--- src/rtl/aud_rx_pkg.sv ---
package aud_rx_pkg;

    typedef enum logic [1:0] {
        FMT_STD  = 2'b00,
        FMT_RJ   = 2'b01,
        FMT_SYNC = 2'b10,
        FMT_LJ   = 2'b11
    } fmt_e;

    typedef enum logic [1:0] {
        ST_WAIT,
        ST_SEEK,
        ST_PAIR
    } rx_state_e;

    function automatic logic [4:0] word_len(input logic [1:0] code);
        logic [4:0] n;
        unique case (code)
            2'b00:   n = 5'd24;
            2'b01:   n = 5'd20;
            default: n = 5'd16;
        endcase
        return n;
    endfunction

endpackage

--- src/rtl/aud_rx_edge.sv ---
module aud_rx_edge (
    input  logic clk,
    input  logic rst_n,
    input  logic bclk,
    input  logic lrclk,
    output logic tick,
    output logic lr_chg,
    output logic lr_rise,
    output logic lr_prev
);
    logic bclk_q;
    logic lr_last;
    logic primed;

    always_ff @(posedge clk) begin
        if (!rst_n) begin
            bclk_q  <= 1'b0;
            lr_last <= 1'b0;
            primed  <= 1'b0;
        end else begin
            bclk_q <= bclk;
            if (tick) begin
                lr_last <= lrclk;
                primed  <= 1'b1;
            end
        end
    end

    always_comb begin
        tick    = bclk & ~bclk_q;
        lr_chg  = tick & primed & (lrclk ^ lr_last);
        lr_rise = tick & primed & lrclk & ~lr_last;
        lr_prev = lr_last;
    end
endmodule

--- src/rtl/aud_rx_shift.sv ---
module aud_rx_shift #(
    parameter int W     = 24,
    parameter int CNT_W = 7
) (
    input  logic             clk,
    input  logic             rst_n,
    input  logic             tick,
    input  logic             din,
    input  logic             restart,
    output logic [W-1:0]     shift_q,
    output logic [CNT_W-1:0] cnt_now
);
    localparam logic [CNT_W-1:0] CNT_MAX = '1;

    logic [CNT_W-1:0] cnt_q;

    always_comb begin
        if (restart)
            cnt_now = '0;
        else if (cnt_q == CNT_MAX)
            cnt_now = cnt_q;
        else
            cnt_now = cnt_q + 1'b1;
    end

    always_ff @(posedge clk) begin
        if (!rst_n) begin
            shift_q <= '0;
            cnt_q   <= '0;
        end else if (tick) begin
            shift_q <= {shift_q[W-2:0], din};
            cnt_q   <= cnt_now;
        end
    end
endmodule

--- src/rtl/aud_rx.sv ---
module aud_rx
    import aud_rx_pkg::*;
#(
    parameter int SAMPLE_W = 24,
    parameter int CNT_W    = 7
) (
    input  logic                clk,
    input  logic                rst_n,
    input  logic [1:0]          fmt_sel,
    input  logic [1:0]          width_sel,
    input  logic                bclk,
    input  logic                lrclk,
    input  logic                sdata,
    output logic [SAMPLE_W-1:0] left_out,
    output logic [SAMPLE_W-1:0] right_out,
    output logic                valid
);
    localparam logic [CNT_W-1:0] OUT_W_C = CNT_W'(SAMPLE_W);

    fmt_e                fmt;
    rx_state_e           state, nxt;
    logic                tick, lr_chg, lr_rise, lr_prev;
    logic                frame_start;
    logic [SAMPLE_W-1:0] shift_q, ext, raw, aligned;
    logic [CNT_W-1:0]    cnt_now, wl, wl2, shamt;
    logic                left_done, right_done;
    logic [SAMPLE_W-1:0] left_hold;

    assign fmt         = fmt_e'(fmt_sel);
    assign frame_start = (fmt == FMT_SYNC) ? lr_rise : lr_chg;

    aud_rx_edge u_edge (
        .clk     (clk),
        .rst_n   (rst_n),
        .bclk    (bclk),
        .lrclk   (lrclk),
        .tick    (tick),
        .lr_chg  (lr_chg),
        .lr_rise (lr_rise),
        .lr_prev (lr_prev)
    );

    aud_rx_shift #(.W(SAMPLE_W), .CNT_W(CNT_W)) u_shift (
        .clk     (clk),
        .rst_n   (rst_n),
        .tick    (tick),
        .din     (sdata),
        .restart (frame_start),
        .shift_q (shift_q),
        .cnt_now (cnt_now)
    );

    // word boundary decode per framing
    always_comb begin
        wl         = {{(CNT_W-5){1'b0}}, word_len(width_sel)};
        wl2        = {wl[CNT_W-2:0], 1'b0};
        shamt      = OUT_W_C - wl;
        ext        = {shift_q[SAMPLE_W-2:0], sdata};
        raw        = ext;
        left_done  = 1'b0;
        right_done = 1'b0;
        unique case (fmt)
            FMT_STD: begin
                left_done  = tick & (cnt_now == wl) & ~lrclk;
                right_done = tick & (cnt_now == wl) &  lrclk;
            end
            FMT_LJ: begin
                left_done  = tick & (cnt_now == wl - 1'b1) &  lrclk;
                right_done = tick & (cnt_now == wl - 1'b1) & ~lrclk;
            end
            FMT_RJ: begin
                raw        = shift_q;
                left_done  = lr_chg &  lr_prev;
                right_done = lr_chg & ~lr_prev;
            end
            FMT_SYNC: begin
                left_done  = tick & (cnt_now == wl);
                right_done = tick & (cnt_now == wl2);
            end
        endcase
        aligned = raw << shamt;
    end

    // next-state logic
    always_comb begin
        nxt = state;
        unique case (state)
            ST_WAIT: if (lr_rise)    nxt = ST_SEEK;
            ST_SEEK: if (left_done)  nxt = ST_PAIR;
            ST_PAIR: if (right_done) nxt = ST_SEEK;
            default:                 nxt = ST_WAIT;
        endcase
    end

    // state register
    always_ff @(posedge clk) begin
        if (!rst_n) state <= ST_WAIT;
        else        state <= nxt;
    end

    // output register
    always_ff @(posedge clk) begin
        if (!rst_n) begin
            left_hold <= '0;
            left_out  <= '0;
            right_out <= '0;
            valid     <= 1'b0;
        end else begin
            valid <= 1'b0;
            if (state != ST_WAIT && left_done)
                left_hold <= aligned;
            if (state == ST_PAIR && right_done) begin
                left_out  <= left_hold;
                right_out <= aligned;
                valid     <= 1'b1;
            end
        end
    end
endmodule

--- config.mk ---
export PLATFORM = sky130hd
export DESIGN_NAME = aud_rx
export DESIGN_NICKNAME = d
export VERILOG_FILES = /design/src/rtl/aud_rx_pkg.sv /design/src/rtl/aud_rx_edge.sv /design/src/rtl/aud_rx_shift.sv /design/src/rtl/aud_rx.sv
export SDC_FILE = /design/constraint.sdc
export NUM_CORES = 1
export LEC_CHECK = 0
export BUFFER_PORTS_ARGS = -buffer_cell sky130_fd_sc_hd__buf_4
export CAP_MARGIN = 20
export CORE_MARGIN = 2
export CORE_UTILIZATION = 50
export DETAILED_ROUTE_END_ITERATION = 8
export GPL_TIMING_DRIVEN = 0
export PLACE_DENSITY_LB_ADDON = 0.2
export SETUP_SLACK_MARGIN = 0.2
export SYNTH_ARGS = -nofsm -noshare
export SYNTH_HDL_FRONTEND = slang
export SYNTH_SLANG_ARGS = --single-unit
--- constraint.sdc ---
create_clock -name clk -period 3.8 [get_ports clk]
set_input_delay 0.19 -clock clk [delete_from_list [all_inputs] [get_ports clk]]
set_output_delay 0.19 -clock clk [all_outputs]
set_load 0.02 [all_outputs]
After elaboration in Yosys (flattened, before gate mapping)
Cells that the tools add are included.
Widths: inputs -> output; s select.
Word-level totals
  register bits: 109
  bits in latches: 0
  bits in read-only memories: 0
  output and inout port bits: 49
  memories: 0
  bits in writable memories: 0
Operators by class
  divide/modulo/power cells: 0
  reduce and logical (&&, ||, !) cells: 7
  muxes and demuxes: 12
  add/sub/neg operators: 3
  $lt $le $gt $ge: 0
  bitwise gates (word level): 18
  equal/unequal tests: 13
  shift operators: 1
  multipliers: 0
Operators by type and width (number)
  $mux 24: 1
  $shl 24x7->24: 1
  $and 1x1->1: 14
  $mux 7: 2
  $pmux 1 s4: 2
  $pmux 4 s2: 1
  $add 7x1->7 const B: 1
  $eq 7x5->1: 1
  $eq 7x6->1: 1
  $eq 7x7->1: 1
  $eq 7x7->1 const B: 1
  $eq 2x1->1 const B: 3
  $eq 2x2->1 const B: 3
  $logic_not 2->1: 3
  $mux 2: 3
  $ne 2x2->1 const B: 3
  $pmux 2 s3: 1
  $sub 5x1->6 const B: 1
  $sub 5x5->6 const A: 1
  $not 1->1: 3
  $reduce_and 3->1: 1
  $logic_and 1x1->1: 2
  $mux 1: 2
  $reduce_bool 2->1: 1
  $xor 1x1->1: 1

Longest topological paths before layout
  depth after elaboration: 13
  depth in mapped cells: 13
  depth with buffers taken out: 9

Cells and area by module
From an unflattened synthesis, not the netlist that was laid out.
Second synthesis, totals
  cell total of the unflattened synthesis: 517
  area total of the unflattened synthesis: 5450.2 µm²
Modules (own cells, without submodules)
  aud_rx: times used 1, area each 3960.0 µm², seq. area each 1501.4 µm², cells each 364
  aud_rx_shift: times used 1, area each 1352.5 µm², seq. area each 620.6 µm², cells each 140
  aud_rx_edge: times used 1, area each 137.6 µm², seq. area each 60.1 µm², cells each 13

Worst setup path before layout
OpenSTA, ideal clock, no wires.
  path type: flip-flop to flip-flop
  start point: reg u_shift.cnt_q[0]
  end point: reg left_hold[12]
  clock period less this slack: 2.780 ns
  buffers on the path: 3
  cell stages (with the launch flop): 13
  library setup time: 0.072 ns
  setup slack: 1.020 ns
  arrival: 2.708 ns
  cell sequence: dfxtp_1 ha_1 buf_6 and3_4 buf_6 nand4_1 a211oi_2 a22oi_1 a2111oi_0 a211oi_1 a21oi_4 buf_6 mux2i_1
Between the ends
  cells in the longest elaborated chain, start to end: 8
  elaborated cells between the ends (all ways): 12
Ends and longest elaborated chain
  start: declaration: RTL line aud_rx_shift.sv:15  | logic [CNT_W-1:0] cnt_q;
  start signal: assignment: RTL line aud_rx_shift.sv:32  | cnt_q <= cnt_now;
  $add 7x1->7 or $eq 7x7->1 (tied branches): RTL line aud_rx_shift.sv:23, aud_rx_shift.sv:20
  $mux 7 *: RTL line aud_rx_shift.sv:20  | else if (cnt_q == CNT_MAX)
  $mux 7 *: RTL line aud_rx_shift.sv:18  | if (restart)
  $eq 7x7->1 or $eq 7x5->1 (tied branches): RTL line aud_rx.sv:68, aud_rx.sv:64, aud_rx.sv:77
  $and 1x1->1, on equally long branches: RTL line aud_rx.sv:68, aud_rx.sv:64, aud_rx.sv:77
  $and 1x1->1, on equally long branches: RTL line aud_rx.sv:68, aud_rx.sv:64
  $pmux 1 s4 *: RTL line aud_rx.sv:62  | unique case (fmt)
  $logic_and 1x1->1 *: RTL line aud_rx.sv:110  | if (state != ST_WAIT && left_done)
  end signal: assignment: RTL line aud_rx.sv:111  | left_hold <= aligned;
  end: declaration: RTL line aud_rx.sv:27  | logic [SAMPLE_W-1:0] left_hold;
Every way passes the cells marked *; elsewhere a longest branch is shown, timed or not.
A chain may end at the register's enable or synchronous reset.

Final worst setup path
  start point: reg u_shift.cnt_q[0]
  end point: reg left_hold[11]
Same word-level chain as after synthesis.

==> flow_summary.toml <==
[run_status]
run_status = "finished clean"

[pwr]
total_power_mw = 2.06
vdd_drop_max_v = 0.000169
cellPowerDensity_nw_per_um2 = 337
leak_nw = 2.47

[drt]
routed_wire_length_mm = 13.3
vias_per_cell = 5.57
dr_vias = 4689
post_drt_wl_per_cell_um = 15.8
first_iter_violations = 351
drcViolationCount = 0
drt_pre_antenna_iters = 5
ant_nets = 0

[global_route]
overflow = 0
number_of_antenna_violations_at_the_first_check_in_global_routing = 0
globalRouteMet1Util = 0.323
global_route.usage.met3 = 0.0419
grt_pass1_wl_mm = 21.9
first_global_vias = 4470
global_route.peak_usage_layer = "met2"
grt_util_all_layers = 0.239
grt_start_max_net_pins = 21
grt_util_met2 = 0.391

[sta]
timing.setup.tns_ns = 0
slew_violations = 0
worst-slew-pin-transition_ns = 0.600
timing.final.ws_setup_ns = 0.436
timing.max_slew.rel_slack = 0.600
fin_skew_ns = 0.0101
rsz0062_at_grt = "no"
fmax_mhz = 297
finalSetupViolations = 0
hold_viol = 0
final.min_clock_period_ns = 3.36
final_min_period_over_clock_period = 0.885

[synth]
synth.yosys.warnings = 0
synth-seq-area-share = 0.411
syn_nets = 645
synthesis.area_um2 = 5310
yosys_register_bits = 109
ys.flop_type = "dfxtp_1"
synthesis.area_per_instance_um2 = 8.39
synth-edff-count = 0
yosys.cell_types.count = 53
synthCells = 633
asyncSetResetFlopFracSynth = 0

[critical_path]
endpoint_kind = "register"
timing.setup.critical_path_class = "reg2reg"
critical_path.startpoint_type = "register"
cp_data_arrival_time_ns = 3.67
crit_required_ns = 4.11
worstPathMaxFanout = 10
regToRegSetupSlack_ns = 0.44

[cts]
ctsResizeCount = 0
clk_pin_slew_worst_setup_hold_paths_ns = 0.11
cts_tree = "yes"
numCtsBuffers = 9
worstSkewPairLatency_ns = 0.38
clock_sink_count = 109
clk_root_buffer_cell = "clkbuf_8"
cts.repair_timing.setup_buffer_count = 0
cts_buffer_depth = 2
number_of_h_tree_levels = 3
cts-hold-fix-buffers = 0

[die]
row_count = 37
chipWidth_um = 107
initial_core_util = 0.514
die_area_um2 = 11500
core_um2 = 10300
fp.dieH_um = 107
pin_count = 58

[finish]
layout.cells.non_filler = 842
postLayoutCellArea_um2 = 6130
antennaDiodeCount = 0
areaGrowthSynthToFinish_pct = 15.4
final_layout_size_suffix_gt1_frac = 0.135
finalNetCount = 713

[placed_design]
gp_congestion = 0.921
inst_count_dp = 826
dpl_worst_slack_ns = 0.302
port_buffers = 57
place.detailed.hpwl_mm = 9.99
post_dp_cell_area_um2 = 5910

[job]
max-cap-violations = 0

[worst_hold_path]
min_path_type = "in2reg"
-- metrics by stage --
stage | util | hold slack (ns)
after floorplan | - | 0.312
after global placement | 0.572 | 0.410
after detailed placement | 0.572 | 0.429
after CTS | 0.593 | 0.0245
after global routing | 0.594 | 0.0322
final | 0.594 | 0.0277
-- cells in the final DEF, fill, tap and decap left out, types with 3 or more instances in the layout --
| cell type | count |
|---|---|
| nand3b_1 | 3 |
| xnor2_1 | 6 |
| clkinv_4 | 3 |
| nor3_1 | 8 |
| ha_1 | 3 |
| mux2i_1 | 85 |
| clkbuf_8 | 9 |
| a21oi_1 | 50 |
| clkbuf_1 | 36 |
| a211oi_1 | 7 |
| nor2_1 | 14 |
| o211ai_1 | 12 |
| nand4_1 | 9 |
| nor3_2 | 3 |
| nand2b_1 | 11 |
| buf_2 | 3 |
| and3_1 | 3 |
| dfxtp_1 | 109 |
| buf_4 | 57 |
| inv_1 | 9 |
| nor2b_1 | 5 |
| a211o_1 | 7 |
| a22o_1 | 4 |
| o21ai_0 | 12 |
| and2_1 | 7 |
| nand3_1 | 11 |
| buf_6 | 10 |
| nand2_1 | 171 |
-- path summary, 6_finish.rpt --
kind                    start       endpoint  depth (start not counted)
max          u_shift.cnt_q[0]  left_hold[11]                         12
min                      bclk  u_edge.bclk_q                          2
max reg2reg  u_shift.cnt_q[0]  left_hold[11]                         12
min reg2reg      right_out[6]   right_out[6]                          2
-- routing by layer --
metal	vias to the layer above	share of wire	wire, µm
li1	2315	-	-
met4	0	0.013	174
met3	20	0.051	672
met1	2226	0.47	6240
met5	-	0	0
met2	128	0.47	6210
-- cell type report --
type,count,area (µm²)
Buffer,51,270
Clock buffer,9,124
Clock inverter,7,92.6
Fill cell,941,4200
Inverter,10,37.5
Multi-Input combinational cell,463,2820
Sequential cell,109,2180
Tap cell,136,170
Timing Repair Buffer,57,428
-- power by group --
part	internal (mW)	switching (mW)
clock network	0.321	0.429
logic	0.0486	0.113
registers	1.15	0.00575
total	1.52	0.548
-- Yosys cell counts (all sizes together), types with 3 or more instances --
master,instances,area (µm²)
a21oi,51,267
clkbuf,36,135
a211oi,8,65.1
nor2,14,52.6
nand2b,11,68.8
buf,15,135
and2,7,43.8
a211o,7,61.3
nand3b,3,22.5
nor3,11,70.1
inv,9,33.8
o211ai,12,90.1
ha,3,37.5
o21ai,12,60.1
nor2b,5,31.3
nand2,171,642
xnor2,6,52.6
nand3,11,55.1
nand4,9,56.3
mux2i,85,851
dfxtp,109,2180
a22o,4,35.0
and3,4,30.0
-- worst max-delay path: stages (launching register included) --
cell and delay (ns):
dfxtp_1 0.50, ha_1 0.22, buf_6 0.14, and3_4 0.18, buf_6 0.11, nand4_1 0.18
a211oi_2 0.38, a22oi_1 0.17, a2111oi_1 0.46, a211oi_1 0.17, a21oi_4 0.34, buf_6 0.23
mux2i_1 0.20
-- state kept, by name (all words and copies together), names as in the netlist --
signal           cells
right_out           24
valid                1
u_edge.lr_prev       1
left_out            24
left_hold           24
u_shift.cnt_q        7
u_shift.shift_q     24
state                2
u_edge.bclk_q        1
u_edge.primed        1
-- cell families after synthesis --
kind of cell               share of synthesized area
adders and majority gates                    0.00707
buffers and inverters                         0.0579
and+or+nand+nor                                0.219
AOI/OAI and AO/OA                              0.133
xor gates and xnor gates                      0.0115
DFF                                            0.411
muxes                                          0.160
(Power assumes the default switching activity.)
